==> config.mk <==
export PLATFORM = sky130hd
export DESIGN_NAME = vr_boot_seq
export DESIGN_NICKNAME = d
export VERILOG_FILES = /design/src/rtl/vr_boot_pkg.sv /design/src/rtl/vr_rate_tick.sv /design/src/rtl/vr_mode_latch.sv /design/src/rtl/vr_boot_seq.sv
export SDC_FILE = /design/constraint.sdc
export NUM_CORES = 1
export LEC_CHECK = 0
export ABC_AREA = 0
export BUFFER_PORTS_ARGS = -buffer_cell sky130_fd_sc_hd__clkbuf_2
export CORE_MARGIN = 5
export CORE_UTILIZATION = 30
export CTS_CLUSTER_DIAMETER = 30
export CTS_CLUSTER_SIZE = 10
export DETAILED_ROUTE_END_ITERATION = 8
export SLEW_MARGIN = 20
export SYNTH_ARGS = -nofsm -noshare
export SYNTH_HDL_FRONTEND = slang
export SYNTH_SLANG_ARGS = --single-unit
==> constraint.sdc <==
create_clock -name clk -period 2.9 [get_ports clk]
set_clock_uncertainty 0.15 [all_clocks]
set_input_delay 0.145 -clock clk [delete_from_list [all_inputs] [get_ports clk]]
set_output_delay 0.145 -clock clk [all_outputs]
set_load 0.05 [all_outputs]
==> src/rtl/vr_boot_pkg.sv <==
package vr_boot_pkg;
  localparam int CODE_W = 6;
  localparam int PH_N   = 4;

  typedef enum logic [1:0] {
    ST_OFF   = 2'd0,
    ST_SS    = 2'd1,
    ST_REG   = 2'd2,
    ST_FAULT = 2'd3
  } seq_state_e;

  function automatic logic [CODE_W-1:0] step_toward(
    input logic [CODE_W-1:0] cur, input logic [CODE_W-1:0] req);
    if (cur < req)      return cur + 1'b1;
    else if (cur > req) return cur - 1'b1;
    else                return cur;
  endfunction

  // 25 mV per code: 44 = 1.1 V, each serial level 4 codes lower
  function automatic logic [CODE_W-1:0] serial_boot(input logic sclk, input logic sdat);
    return CODE_W'(44) - CODE_W'({sclk, sdat, 2'b00});
  endfunction

  function automatic logic [PH_N-1:0] phase_mask(input logic g4, input logic g2);
    if (g4)      return 4'b1111;
    else if (g2) return 4'b0111;
    else         return 4'b0011;
  endfunction
endpackage

==> src/rtl/vr_rate_tick.sv <==
module vr_rate_tick #(
  parameter int DIV = 8
) (
  input  logic clk,
  input  logic rst_n,
  input  logic run,
  output logic tick
);
  localparam int CW = (DIV > 1) ? $clog2(DIV) : 1;
  logic [CW-1:0] cnt;

  assign tick = run && (cnt == CW'(DIV - 1));

  always_ff @(posedge clk or negedge rst_n) begin
    if (!rst_n)            cnt <= '0;
    else if (!run || tick) cnt <= '0;
    else                   cnt <= cnt + 1'b1;
  end
endmodule

==> src/rtl/vr_mode_latch.sv <==
module vr_mode_latch
  import vr_boot_pkg::*;
(
  input  logic              clk,
  input  logic              rst_n,
  input  logic              cap,
  input  logic [CODE_W-1:0] vid,
  input  logic              psi_n,
  input  logic              g4,
  input  logic              g2,
  output logic              par,
  output logic [CODE_W-1:0] boot,
  output logic              psi_lat_n,
  output logic [PH_N-1:0]   mask
);
  always_ff @(posedge clk or negedge rst_n) begin
    if (!rst_n) begin
      par       <= 1'b0;
      boot      <= '0;
      psi_lat_n <= 1'b1;
      mask      <= '0;
    end else if (cap) begin
      par       <= vid[1];
      boot      <= vid[1] ? vid : serial_boot(vid[2], vid[3]);
      psi_lat_n <= psi_n;
      mask      <= phase_mask(g4, g2);
    end
  end
endmodule

==> src/rtl/vr_boot_seq.sv <==
module vr_boot_seq
  import vr_boot_pkg::*;
#(
  parameter int SS_DIV   = 8,
  parameter int SLEW_DIV = 2
) (
  input  logic              clk,
  input  logic              rst_n,
  input  logic              en_i,
  input  logic [CODE_W-1:0] vid_i,
  input  logic              psi_n_i,
  input  logic              strap_g4_i,
  input  logic              strap_g2_i,
  input  logic              pwrok_i,
  input  logic              fault_i,
  output logic [CODE_W-1:0] code_o,
  output logic              nb_en_o,
  output logic              nb_hiz_o,
  output logic [PH_N-1:0]   phase_en_o,
  output logic              pgood_o,
  output logic              psave_o,
  output logic              par_mode_o,
  output logic              sv_clk_o,
  output logic              sv_dat_o
);
  seq_state_e        state;
  logic              en_q;
  logic              en_rise;
  logic              in_ss, in_reg;
  logic              ss_tick, slew_tick;
  logic              par;
  logic [CODE_W-1:0] boot, req;
  logic              psi_lat_n;
  logic [PH_N-1:0]   mask;

  assign en_rise = en_i && !en_q && (state == ST_OFF);
  assign in_ss   = (state == ST_SS);
  assign in_reg  = (state == ST_REG);
  assign req     = par ? vid_i : boot;

  vr_mode_latch u_latch (
    .clk(clk), .rst_n(rst_n), .cap(en_rise), .vid(vid_i), .psi_n(psi_n_i),
    .g4(strap_g4_i), .g2(strap_g2_i),
    .par(par), .boot(boot), .psi_lat_n(psi_lat_n), .mask(mask)
  );

  vr_rate_tick #(.DIV(SS_DIV))   u_ss_tick   (.clk(clk), .rst_n(rst_n), .run(in_ss),  .tick(ss_tick));
  vr_rate_tick #(.DIV(SLEW_DIV)) u_slew_tick (.clk(clk), .rst_n(rst_n), .run(in_reg), .tick(slew_tick));

  always_ff @(posedge clk or negedge rst_n) begin
    if (!rst_n) en_q <= 1'b0;
    else        en_q <= en_i;
  end

  always_ff @(posedge clk or negedge rst_n) begin
    if (!rst_n) begin
      state   <= ST_OFF;
      code_o  <= '0;
      pgood_o <= 1'b0;
    end else if (!en_i) begin
      state   <= ST_OFF;
      code_o  <= '0;
      pgood_o <= 1'b0;
    end else begin
      unique case (state)
        ST_OFF: begin
          code_o  <= '0;
          pgood_o <= 1'b0;
          if (en_rise) state <= fault_i ? ST_FAULT : ST_SS;
        end
        ST_SS: begin
          if (fault_i) begin
            state <= ST_FAULT;
          end else if (code_o == boot) begin
            state   <= ST_REG;
            pgood_o <= 1'b1;
          end else if (ss_tick) begin
            code_o <= step_toward(code_o, boot);
          end
        end
        ST_REG: begin
          if (fault_i) begin
            state   <= ST_FAULT;
            pgood_o <= 1'b0;
          end else if (slew_tick) begin
            code_o <= step_toward(code_o, req);
          end
        end
        default: pgood_o <= 1'b0;
      endcase
    end
  end

  assign phase_en_o = (in_ss || in_reg) ? mask : '0;
  assign psave_o    = in_reg && !psi_lat_n;
  assign par_mode_o = par;
  assign nb_hiz_o   = par;
  assign nb_en_o    = !par && pgood_o && pwrok_i;
  assign sv_clk_o   = vid_i[2];
  assign sv_dat_o   = vid_i[3];
endmodule

==> flow_results.xml, run 1 <==
<?xml version="1.0" encoding="UTF-8"?>
<metrics>
  <group name="floorplanning">
    <metric name="die_x" unit="um">87.0</metric>
    <metric name="ioPinCount" unit="">31</metric>
    <metric name="chipHeight" unit="um">87.0</metric>
    <metric name="start_util" unit="">0.304</metric>
    <metric name="design.die.area" unit="um^2">7580</metric>
    <metric name="core-area" unit="um^2">5850</metric>
    <metric name="row_count" unit="">28</metric>
  </group>
  <group name="routing">
    <metric name="postRouteWirelength" unit="um">3940</metric>
    <metric name="first_pass_iters" unit="">4</metric>
    <metric name="route.detailed.drc" unit="">0</metric>
    <metric name="wl_per_cell" unit="um">13.6</metric>
    <metric name="route.vias.total" unit="">1404</metric>
    <metric name="initialDrtViolationCount" unit="">70</metric>
    <metric name="vias_per_cell" unit="">4.84</metric>
    <metric name="drt.antenna.violating_nets" unit="">0</metric>
  </group>
  <group name="run">
    <metric name="max-cap-violations" unit="">0</metric>
  </group>
  <group name="placed_design">
    <metric name="buffer_ports.inserted" unit="">30</metric>
    <metric name="place_area" unit="um^2">1950</metric>
    <metric name="placedCellCount" unit="">277</metric>
    <metric name="gpl_congestion" unit="">0.800</metric>
    <metric name="detailedPlacementHpwl" unit="um">3020</metric>
  </group>
  <group name="power">
    <metric name="vdd.ir_drop.worst" unit="V">0.000516</metric>
    <metric name="p_leak" unit="nW">1.05</metric>
    <metric name="power_density" unit="nW/um^2">866</metric>
  </group>
  <group name="grt">
    <metric name="grt_antenna_before_repair" unit="">0</metric>
    <metric name="grt_start_max_net_pins" unit="">25</metric>
    <metric name="first_global_vias" unit="">1369</metric>
    <metric name="grt_first_pass_wirelength" unit="um">6530</metric>
    <metric name="globalRoute.totalOverflow" unit="">0</metric>
    <metric name="grt_usage" unit="">0.107</metric>
  </group>
  <group name="timing">
    <metric name="setup_total_negative_slack" unit="ns">0</metric>
    <metric name="worst_slew_margin_rel" unit="">0.576</metric>
    <metric name="layout_min_cycle_time" unit="ns">2.54</metric>
    <metric name="setup_repair_after_global_routing_missed_its_margin" unit="">no</metric>
    <metric name="finalSetupViolCount" unit="">0</metric>
    <metric name="maxClockFrequency" unit="MHz">394</metric>
    <metric name="slew_viol_final" unit="">0</metric>
    <metric name="layout_worst_path_cycle_share" unit="">0.875</metric>
    <metric name="worst_pin_slew" unit="ns">0.636</metric>
    <metric name="final-hold-violation-count" unit="">0</metric>
  </group>
  <group name="clock_tree">
    <metric name="post_cts.resized_instances" unit="">0</metric>
    <metric name="clock_path_buffers" unit="">2</metric>
    <metric name="cts_tree" unit="">built</metric>
    <metric name="tritoncts.num_buffers" unit="">3</metric>
    <metric name="htree_num_levels" unit="">1</metric>
    <metric name="clockRootBuffer" unit="">clkbuf_8</metric>
    <metric name="worst_setup_hold_path_clk_slew" unit="ns">0.09</metric>
    <metric name="clk-insertion-delay-late" unit="ns">0.27</metric>
    <metric name="clock-sinks" unit="">24</metric>
  </group>
  <group name="logic_synthesis">
    <metric name="synth.lib_cells_used.distinct" unit="">39</metric>
    <metric name="synthesis.area" unit="um^2">1780</metric>
    <metric name="ys_warn_count" unit="">0</metric>
    <metric name="synth.ff_latch_count" unit="">24</metric>
    <metric name="syn_area_per_cell" unit="um^2">9.68</metric>
    <metric name="number_of_instances_in_the_synthesized_netlist" unit="">184</metric>
    <metric name="ys_seq_area_frac" unit="">0.338</metric>
    <metric name="synth_nets" unit="">217</metric>
  </group>
  <group name="finish">
    <metric name="final_nets" unit="">249</metric>
    <metric name="layout.cells.most_common" unit="">clkbuf_2</metric>
    <metric name="area_growth_syn_to_layout" unit="%">18.8</metric>
    <metric name="num_antenna_cells" unit="">0</metric>
    <metric name="layoutNonFillerInstCount" unit="">290</metric>
    <metric name="final_cell_mix" unit="">clkbuf_2 (30), dfrtp_1 (23), ha_1 (19)</metric>
    <metric name="stdcell_area" unit="um^2">2110</metric>
    <metric name="drive_gt1_frac" unit="">0.200</metric>
  </group>
  <group name="status">
    <metric name="outcome" unit="">complete, no violations</metric>
  </group>
  <group name="worst_setup_path">
    <metric name="cp_max_fo" unit="">10</metric>
    <metric name="cp_data_required_time" unit="ns">2.91</metric>
    <metric name="critical_path_arrival" unit="ns">2.55</metric>
    <metric name="worst_path_max_delay_cell" unit="">dfrtp_1</metric>
    <metric name="worstPathCellList" unit="">mux2i_1 &gt; ha_1 &gt; a21oi_1 &gt; o2111ai_1 &gt; a21boi_0 &gt; o21ai_1 &gt; and2_0 &gt; a22o_1</metric>
    <metric name="crit_path_max_incr_delay" unit="ns">0.57</metric>
    <metric name="r2r_cells" unit="">8</metric>
    <metric name="crit-reg2reg-launch" unit="">u_latch.boot[1]$_DFFE_PN0P_</metric>
    <metric name="cp-end-kind" unit="">flip-flop</metric>
    <metric name="reg2reg_slack" unit="ns">0.36</metric>
    <metric name="path_class" unit="">reg2reg</metric>
    <metric name="timing.rr.end" unit="">code_o[3]$_DFFE_PN0P_</metric>
    <metric name="cp_launch_type" unit="">flip-flop</metric>
  </group>
  <group name="worst_hold_path">
    <metric name="min-delay-path-class" unit="">in2reg</metric>
    <metric name="hold_depth" unit="">3</metric>
    <metric name="holdPathEnd" unit="">u_latch.boot[4]$_DFFE_PN0P_</metric>
    <metric name="min_from" unit="">vid_i[1]</metric>
  </group>
</metrics>
## kinds of logic after synthesis
family	share of synthesized area
AOI/OAI and AO/OA	0.160
xor gates and xnor gates	0.0492
adders and majority gates	0.134
buffers and inverters	0.0653
DFF	0.338
muxes	0.0928
and+or+nand+nor	0.161
## metal layers
metal	track usage	part of all wire	up-vias	wire, um
met5	0	0	-	0
met4	0.0127	0.0033	0	13
met3	0.0237	0.035	2	138
met2	0.186	0.49	18	1920
met1	0.140	0.47	673	1870
li1	-	-	711	-
## power by group
| group | internal, mW | switching [mW] |
|---|---|---|
| Sequential | 0.431 | 0.0852 |
| Combinational | 0.349 | 0.665 |
| Clock | 0.185 | 0.116 |
| Total | 0.965 | 0.866 |
## sequential cells by signal, summed over array words and instances (netlist names)
| name | flops |
|---|---|
| code_o | 6 |
| u_latch.boot | 6 |
| u_latch.mask | 3 |
| u_ss_tick.cnt | 3 |
| state | 2 |
| en_q | 1 |
| pgood_o | 1 |
| u_latch.psi_lat_n | 1 |
| u_slew_tick.cnt | 1 |
## stage by stage
stage / power [mW] / setup slack [ns] / hold WS [ns] / util
finish: 1.83 / 0.364 / 0.0539 / 0.361
floorplan: 1.37 / 0.157 / -0.301 / -
detailed placement: 1.54 / 0.393 / 0.0540 / 0.334
global route: 1.98 / 0.158 / 0.0759 / 0.361
CTS: 1.85 / 0.387 / 0.000145 / 0.360
global placement: 1.53 / 0.453 / 0.0486 / 0.334
## area by class of cell
class	count	area [um^2]
fillers	594	3740
multi-input cells	136	1060
flip-flops and latches	24	602
repair buffers	39	240
well taps	75	93.8
inverters	12	45.0
clock buffers	3	41.3
clock inverters	1	30.0
## Yosys cell counts
cell / count / area [um^2]
dfrtp_1: 23 / 576
ha_1: 19 / 238
nand2_1: 16 / 60.1
inv_1: 12 / 45.0
mux2i_1: 12 / 120
nor2_1: 12 / 45.0
a22o_1: 11 / 96.3
a21oi_1: 10 / 50.1
o21ai_0: 8 / 40.0
xnor2_1: 6 / 52.6
buf_4: 4 / 30.0
clkbuf_1: 4 / 15.0
mux2_2: 4 / 45.0
xor2_1: 4 / 35.0
and2_1: 3 / 18.8
buf_2: 3 / 15.0
a211oi_1: 2 / 15.0
a21boi_0: 2 / 15.0
and3b_1: 2 / 17.5
nand2b_1: 2 / 12.5
nand3_1: 2 / 10.0
nand3b_1: 2 / 15.0
nand4_1: 2 / 12.5
nor3_1: 2 / 10.0
nor3b_1: 2 / 15.0
o211a_1: 2 / 20.0
a311oi_1: 1 / 8.76
and2_0: 1 / 6.26
and3_1: 1 / 6.26
buf_6: 1 / 11.3
dfstp_2: 1 / 26.3
nand4_4: 1 / 21.3
nor2_4: 1 / 11.3
nor2b_1: 1 / 6.26
nor3b_2: 1 / 12.5
nor4_1: 1 / 6.26
o2111ai_1: 1 / 8.76
o21ai_1: 1 / 5.00
o221ai_4: 1 / 26.3
## timing repair
action / in CTS / in global routing
setup endpoints to repair: 0 / 0
setup buffers: 0 / 0
endpoints found under the hold margin: 29 / 1
hold buffers: 8 / 1
## worst max-delay path, delay by kind of cell (launching register included)
| kind | cells | cell delay (ns) |
|---|---|---|
| adders and majority gates | 1 | 0.27 |
| AOI/OAI and AO/OA | 5 | 0.90 |
| muxes | 1 | 0.25 |
| DFF | 1 | 0.57 |
| and+or+nand+nor | 1 | 0.28 |
## how the worst max path moves through the flow
stage / from / endpoint / cells past startpoint
3_5_place_dp: u_latch.boot[1]$_DFFE_PN0P_ / code_o[3]$_DFFE_PN0P_ / 8
5_1_grt: u_latch.boot[1]$_DFFE_PN0P_ / code_o[1]$_DFFE_PN0P_ / 8
3_3_place_gp: u_latch.boot[1]$_DFFE_PN0P_ / code_o[2]$_DFFE_PN0P_ / 8
4_1_cts: u_latch.boot[1]$_DFFE_PN0P_ / code_o[3]$_DFFE_PN0P_ / 8
2_1_floorplan: u_latch.boot[1]$_DFFE_PN0P_ / code_o[0]$_DFFE_PN0P_ / 10
6_report: u_latch.boot[1]$_DFFE_PN0P_ / code_o[3]$_DFFE_PN0P_ / 8
(Power assumes the default switching activity.)
==> run 2: changes to the inputs <==
Settings changed: HOLD_SLACK_MARGIN from default to 0.12.
Clock period 2.9 ns to 3 ns, I/O delays scaled along.
==> run 2 against run 1 <==
  * Hold slack better by 0.22 ns
  * Critical path depth unchanged
  * Setup slack better by 0.12 ns
  * Flip-flop and latch count unchanged
  * Power down 6.4%
  * Sequential power down 3%
  * Clock-buffer cell count up 1
  * Via count up 2.6%
  * Routed wire length up 1.7%
  * Combinational power about the same
  * Core utilization up 0.58 points
  * First-iteration DRC count up 87%
  * Critical path type unchanged
==> flow_results.xml, run 2 (same netlist as run 1, synthesis figures left out) <==
<?xml version="1.0" encoding="UTF-8"?>
<metrics>
  <group name="status">
    <metric name="outcome" unit="">complete, no violations</metric>
  </group>
  <group name="timing">
    <metric name="final-hold-violation-count" unit="">0</metric>
    <metric name="layout_min_cycle_time" unit="ns">2.51</metric>
    <metric name="layout_worst_path_cycle_share" unit="">0.838</metric>
    <metric name="setup_total_negative_slack" unit="ns">0</metric>
    <metric name="finalSetupViolCount" unit="">0</metric>
    <metric name="setup_repair_after_global_routing_missed_its_margin" unit="">no</metric>
    <metric name="worst_slew_margin_rel" unit="">0.577</metric>
    <metric name="slew_viol_final" unit="">0</metric>
    <metric name="maxClockFrequency" unit="MHz">398</metric>
    <metric name="worst_pin_slew" unit="ns">0.634</metric>
  </group>
  <group name="worst_setup_path">
    <metric name="crit_path_max_incr_delay" unit="ns">0.57</metric>
    <metric name="crit_path_end" unit="">code_o[5]$_DFFE_PN0P_</metric>
    <metric name="timing.rr.end" unit="">code_o[5]$_DFFE_PN0P_</metric>
    <metric name="cp-startpoint" unit="">u_latch.boot[1]$_DFFE_PN0P_</metric>
    <metric name="worstPathBufferInverterCount" unit="">0</metric>
    <metric name="cpLargestDelayFamily" unit="">compound AO/OA/AOI/OAI gates</metric>
    <metric name="worst_path_max_delay_cell" unit="">dfrtp_1</metric>
    <metric name="logic_depth_of_the_worst_path_buffers_included" unit="">8</metric>
    <metric name="crit-reg2reg-launch" unit="">u_latch.boot[1]$_DFFE_PN0P_</metric>
    <metric name="critical_path_arrival" unit="ns">2.53</metric>
    <metric name="cp_max_fo" unit="">10</metric>
    <metric name="path_class" unit="">reg2reg</metric>
    <metric name="cp-end-kind" unit="">flip-flop</metric>
    <metric name="reg2reg_slack" unit="ns">0.49</metric>
    <metric name="cp_data_required_time" unit="ns">3.02</metric>
    <metric name="r2r_cells" unit="">8</metric>
    <metric name="worstPathCellList" unit="">mux2i_1 &gt; ha_1 &gt; a21oi_1 &gt; o2111ai_1 &gt; a21boi_0 &gt; o21ai_1 &gt; and2_0 &gt; a22o_1</metric>
    <metric name="cp_launch_type" unit="">flip-flop</metric>
  </group>
  <group name="finish">
    <metric name="drive_gt1_frac" unit="">0.195</metric>
    <metric name="final_nets" unit="">254</metric>
    <metric name="num-fill-cells" unit="">574</metric>
    <metric name="layoutNonFillerInstCount" unit="">295</metric>
    <metric name="area_growth_syn_to_layout" unit="%">20.7</metric>
    <metric name="largest_registers" unit="">code_o (6), u_latch.boot (6)</metric>
    <metric name="layout.cells.most_common" unit="">clkbuf_2</metric>
    <metric name="final_cell_mix" unit="">clkbuf_2 (30), dfrtp_1 (23), ha_1 (19)</metric>
    <metric name="num_antenna_cells" unit="">0</metric>
    <metric name="utilization" unit="">0.367</metric>
  </group>
  <group name="power">
    <metric name="total_power" unit="mW">1.71</metric>
    <metric name="power_density" unit="nW/um^2">798</metric>
    <metric name="p_leak" unit="nW">1.06</metric>
    <metric name="vdd.ir_drop.worst" unit="V">0.000404</metric>
  </group>
  <group name="placed_design">
    <metric name="gpl_congestion" unit="">0.800</metric>
    <metric name="buffer_ports.inserted" unit="">30</metric>
    <metric name="placedCellCount" unit="">277</metric>
    <metric name="detailedPlacementHpwl" unit="um">3010</metric>
  </group>
  <group name="floorplanning">
    <metric name="core-area" unit="um^2">5850</metric>
    <metric name="design.die.area" unit="um^2">7580</metric>
    <metric name="ioPinCount" unit="">31</metric>
    <metric name="row_count" unit="">28</metric>
    <metric name="die_x" unit="um">87.0</metric>
    <metric name="start_util" unit="">0.304</metric>
    <metric name="chipHeight" unit="um">87.0</metric>
  </group>
  <group name="clock_tree">
    <metric name="cts_tree" unit="">built</metric>
    <metric name="clock_path_buffers" unit="">2</metric>
    <metric name="htree_num_levels" unit="">1</metric>
    <metric name="clockRootBuffer" unit="">clkbuf_8</metric>
    <metric name="worst_setup_hold_path_clk_slew" unit="ns">0.09</metric>
    <metric name="tritoncts.num_buffers" unit="">3</metric>
    <metric name="post_cts.resized_instances" unit="">0</metric>
    <metric name="clk-insertion-delay-late" unit="ns">0.27</metric>
    <metric name="clock-sinks" unit="">24</metric>
  </group>
  <group name="routing">
    <metric name="route.vias.total" unit="">1440</metric>
    <metric name="vias_per_cell" unit="">4.88</metric>
    <metric name="postRouteWirelength" unit="um">4000</metric>
    <metric name="first_pass_iters" unit="">4</metric>
    <metric name="drt.antenna.violating_nets" unit="">0</metric>
    <metric name="initialDrtViolationCount" unit="">131</metric>
    <metric name="wl_per_cell" unit="um">13.6</metric>
    <metric name="route.detailed.drc" unit="">0</metric>
  </group>
  <group name="run">
    <metric name="max-cap-violations" unit="">0</metric>
  </group>
  <group name="grt">
    <metric name="grt_antenna_before_repair" unit="">0</metric>
    <metric name="globalRoute.totalOverflow" unit="">0</metric>
    <metric name="grt_first_pass_wirelength" unit="um">6670</metric>
    <metric name="grt_usage" unit="">0.110</metric>
    <metric name="grt_start_max_net_pins" unit="">25</metric>
    <metric name="first_global_vias" unit="">1390</metric>
  </group>
  <group name="worst_hold_path">
    <metric name="min-delay-path-class" unit="">reg2reg</metric>
  </group>
</metrics>
[run 2: layout make-up]
type | count | area (um^2) | area share
clock buffer | 4 | 55.1 | 0.0256
timing repair buffer | 44 | 290 | 0.135
tap | 75 | 93.8 | 0.0437
inverter | 12 | 45.0 | 0.0210
multi-input combinational | 136 | 1060 | 0.494
sequential | 24 | 602 | 0.280
[run 2: through the flow]
stage                     cell area [um^2]  hold WS (ns)  worst slack (ns)
after detailed placement              1950        0.0562             0.489
after global routing                  2150         0.311             0.269
after CTS                             2150         0.279             0.484
final                                 2150         0.271             0.486
after global placement                1950        0.0516             0.556
after floorplan                       1780        -0.296             0.257
[run 2: repair_timing]
item                                    4_1_cts  5_1_grt
endpoints found under the hold margin        36        0
hold buffers                                 14        0
buffers inserted                              0        0
endpoints found under the setup margin        0        0
[run 2: worst min-delay path by stage]
stage / from / cells past startpoint / to / slack [ns]
2_1_floorplan: rst_n / 0 / code_o[0]$_DFFE_PN0P_ / -0.30
3_3_place_gp: rst_n / 1 / code_o[5]$_DFFE_PN0P_ / 0.05
3_5_place_dp: rst_n / 1 / code_o[3]$_DFFE_PN0P_ / 0.06
4_1_cts: u_slew_tick.cnt$_DFF_PN0_ / 1 / u_slew_tick.cnt$_DFF_PN0_ / 0.28
5_1_grt: u_slew_tick.cnt$_DFF_PN0_ / 1 / u_slew_tick.cnt$_DFF_PN0_ / 0.31
6_report: u_slew_tick.cnt$_DFF_PN0_ / 1 / u_slew_tick.cnt$_DFF_PN0_ / 0.27
[run 2: worst reg2reg max path: stages (launching register included)]
cell and delay [ns]:
dfrtp_1 0.57, mux2i_1 0.25, ha_1 0.27, a21oi_1 0.20, o2111ai_1 0.12, a21boi_0 0.20, o21ai_1 0.09, and2_0 0.28
a22o_1 0.28
[run 2: report_power, final]
group	leakage [nW]	switching, mW	internal, mW
combinational	0.723	0.644	0.342
sequential	0.304	0.0824	0.417
clock	0.0288	0.111	0.117
total	1.06	0.837	0.876
[run 2: layer usage]
layer  vias up  global-route usage  routed length [um]
li1        722                   -                   -
met1       693               0.145                1880
met2        23               0.188                1950
met3         2              0.0246                 160
met4         0              0.0127                   8
met5         -                   0                   0
==> run 3: changes to the inputs <==
Clock period 3 ns to 2.5 ns, I/O delays scaled along.
==> run 3 against run 2 <==
  * Hold slack got worse by 0.018 ns
  * Setup slack got worse by 0.39 ns
  * Clock power increased by 54%
  * Die area unchanged
  * Power increased by 31%
  * Cell area increased by 7.3%
  * Flip-flop and latch count unchanged
==> flow_results.xml, run 3 (same netlist as run 1, synthesis figures left out) <==
<?xml version="1.0" encoding="UTF-8"?>
<metrics>
  <group name="timing">
    <metric name="maxClockFrequency" unit="MHz">416</metric>
    <metric name="slew_viol_final" unit="">0</metric>
    <metric name="worst_pin_slew" unit="ns">0.639</metric>
    <metric name="timing.final.ws_setup" unit="ns">0.0934</metric>
    <metric name="worst_slew_margin_rel" unit="">0.574</metric>
    <metric name="finalSetupViolCount" unit="">0</metric>
    <metric name="layout_min_cycle_time" unit="ns">2.41</metric>
    <metric name="final-hold-violation-count" unit="">0</metric>
    <metric name="layout_worst_path_cycle_share" unit="">0.963</metric>
  </group>
  <group name="finish">
    <metric name="layout.cells.most_common" unit="">clkbuf_2</metric>
    <metric name="drive_gt1_frac" unit="">0.265</metric>
    <metric name="num_antenna_cells" unit="">0</metric>
    <metric name="final_cell_mix" unit="">clkbuf_2 (31), dfrtp_1 (22), ha_1 (19)</metric>
    <metric name="multi_input_area" unit="um^2">1070</metric>
    <metric name="num-fill-cells" unit="">592</metric>
    <metric name="register_area" unit="um^2">603</metric>
    <metric name="final_nets" unit="">272</metric>
    <metric name="largest_registers" unit="">code_o (6), u_latch.boot (6)</metric>
    <metric name="area_growth_syn_to_layout" unit="%">29.4</metric>
    <metric name="layoutNonFillerInstCount" unit="">313</metric>
  </group>
  <group name="grt">
    <metric name="first_global_vias" unit="">1419</metric>
    <metric name="grt_first_pass_wirelength" unit="um">6790</metric>
    <metric name="grt_start_max_net_pins" unit="">25</metric>
    <metric name="grt_antenna_before_repair" unit="">0</metric>
    <metric name="grt_usage" unit="">0.110</metric>
    <metric name="globalRoute.totalOverflow" unit="">0</metric>
  </group>
  <group name="placed_design">
    <metric name="detailedPlacementHpwl" unit="um">3000</metric>
    <metric name="gpl_congestion" unit="">0.745</metric>
    <metric name="preCtsSetupSlack" unit="ns">0.0367</metric>
    <metric name="buffer_ports.inserted" unit="">30</metric>
    <metric name="placedCellCount" unit="">284</metric>
  </group>
  <group name="routing">
    <metric name="drt.antenna.violating_nets" unit="">0</metric>
    <metric name="vias_per_cell" unit="">4.73</metric>
    <metric name="route.detailed.drc" unit="">0</metric>
    <metric name="initialDrtViolationCount" unit="">73</metric>
    <metric name="first_pass_iters" unit="">4</metric>
    <metric name="route.vias.total" unit="">1481</metric>
    <metric name="postRouteWirelength" unit="um">4100</metric>
    <metric name="wl_per_cell" unit="um">13.1</metric>
  </group>
  <group name="floorplanning">
    <metric name="row_count" unit="">28</metric>
    <metric name="die_x" unit="um">87.0</metric>
    <metric name="chipHeight" unit="um">87.0</metric>
    <metric name="core-area" unit="um^2">5850</metric>
    <metric name="ioPinCount" unit="">31</metric>
    <metric name="start_util" unit="">0.304</metric>
    <metric name="design.die.area" unit="um^2">7580</metric>
  </group>
  <group name="clock_tree">
    <metric name="clk-insertion-delay-late" unit="ns">0.27</metric>
    <metric name="htree_num_levels" unit="">1</metric>
    <metric name="clock-sinks" unit="">24</metric>
    <metric name="worst_setup_hold_path_clk_slew" unit="ns">0.09</metric>
    <metric name="clock_path_buffers" unit="">2</metric>
    <metric name="tritoncts.num_buffers" unit="">3</metric>
    <metric name="cts_tree" unit="">built</metric>
    <metric name="clockRootBuffer" unit="">clkbuf_8</metric>
  </group>
  <group name="run">
    <metric name="max-cap-violations" unit="">0</metric>
  </group>
  <group name="worst_setup_path">
    <metric name="reg2reg_slack" unit="ns">0.09</metric>
    <metric name="path_class" unit="">reg2reg</metric>
    <metric name="cp-startpoint" unit="">u_latch.boot[1]$_DFFE_PN0P_</metric>
    <metric name="cp_data_required_time" unit="ns">2.51</metric>
    <metric name="crit_path_end" unit="">code_o[4]$_DFFE_PN0P_</metric>
    <metric name="cp-end-kind" unit="">flip-flop</metric>
    <metric name="cp_max_fo" unit="">6</metric>
    <metric name="timing.rr.end" unit="">code_o[4]$_DFFE_PN0P_</metric>
    <metric name="critical_path_arrival" unit="ns">2.42</metric>
    <metric name="cp_launch_type" unit="">flip-flop</metric>
    <metric name="crit-reg2reg-launch" unit="">u_latch.boot[1]$_DFFE_PN0P_</metric>
    <metric name="r2r_cells" unit="">9</metric>
  </group>
  <group name="power">
    <metric name="p_leak" unit="nW">1.15</metric>
    <metric name="power_density" unit="nW/um^2">972</metric>
    <metric name="total_power" unit="mW">2.24</metric>
    <metric name="vdd.ir_drop.worst" unit="V">0.000511</metric>
  </group>
  <group name="worst_hold_path">
    <metric name="min-delay-path-class" unit="">in2async</metric>
  </group>
  <group name="status">
    <metric name="outcome" unit="">complete, no violations</metric>
  </group>
</metrics>
[run 3: worst min-delay path by stage]
stage	cells past startpoint	slack, ns	endpoint
final	2	0.25	code_o[0]$_DFFE_PN0P_
after detailed placement	1	0.04	code_o[3]$_DFFE_PN0P_
after CTS	1	0.28	u_slew_tick.cnt$_DFF_PN0_
after global routing	1	0.30	u_slew_tick.cnt$_DFF_PN0_
after global placement	1	0.03	code_o[5]$_DFFE_PN0P_
after floorplan	0	-0.32	code_o[0]$_DFFE_PN0P_
[run 3: final cells by class]
| cell class | count | share of cell area |
|---|---|---|
| Timing Repair Buffer | 62 | 0.185 |
| Clock inverter | 1 | 0.0130 |
| Clock buffer | 3 | 0.0179 |
| Tap cell | 75 | 0.0407 |
| Multi-Input combinational cell | 136 | 0.463 |
| Inverter | 12 | 0.0195 |
| Sequential cell | 24 | 0.262 |
[run 3: metrics by stage]
stage | hold WS, ns | setup TNS, ns | instance area, um^2 | utilization
finish | 0.253 | 0 | 2300 | 0.394
global route | 0.302 | -0.00249 | 2300 | 0.394
CTS | 0.276 | 0 | 2230 | 0.381
detailed placement | 0.0405 | 0 | 2010 | 0.343
global placement | 0.0334 | 0 | 2010 | 0.343
floorplan | -0.321 | 0 | 1790 | -
[run 3: critical path, stage by stage, from the launching register on]
cell	delay, ns
dfrtp_2	0.45
clkbuf_2	0.17
mux2_2	0.33
ha_1	0.17
nand2b_1	0.15
a21oi_1	0.25
nor2_4	0.10
mux2i_1	0.13
a22o_1	0.18
a22o_1	0.22
[run 3: power breakdown]
group          leakage (nW)  switching [mW]  internal, mW
combinational         0.814           0.820         0.489
clock                0.0357           0.135         0.214
sequential            0.303          0.0781         0.502
total                  1.15            1.03          1.21
[run 3: per-layer routing]
metal  GRT usage  vias to the layer above  routed length (um)
met1       0.146                      701                1890
met4      0.0156                        0                  38
li1            -                      751                   -
met3      0.0237                        4                 148
met2       0.188                       25                2030
met5           0                        -                   0
[run 3: timing repair]
action	CTS	global route
hold endpoints to repair	36	0
endpoints found under the setup margin	0	8
setup buffers	0	10
resized for setup	0	4
hold buffers	15	0
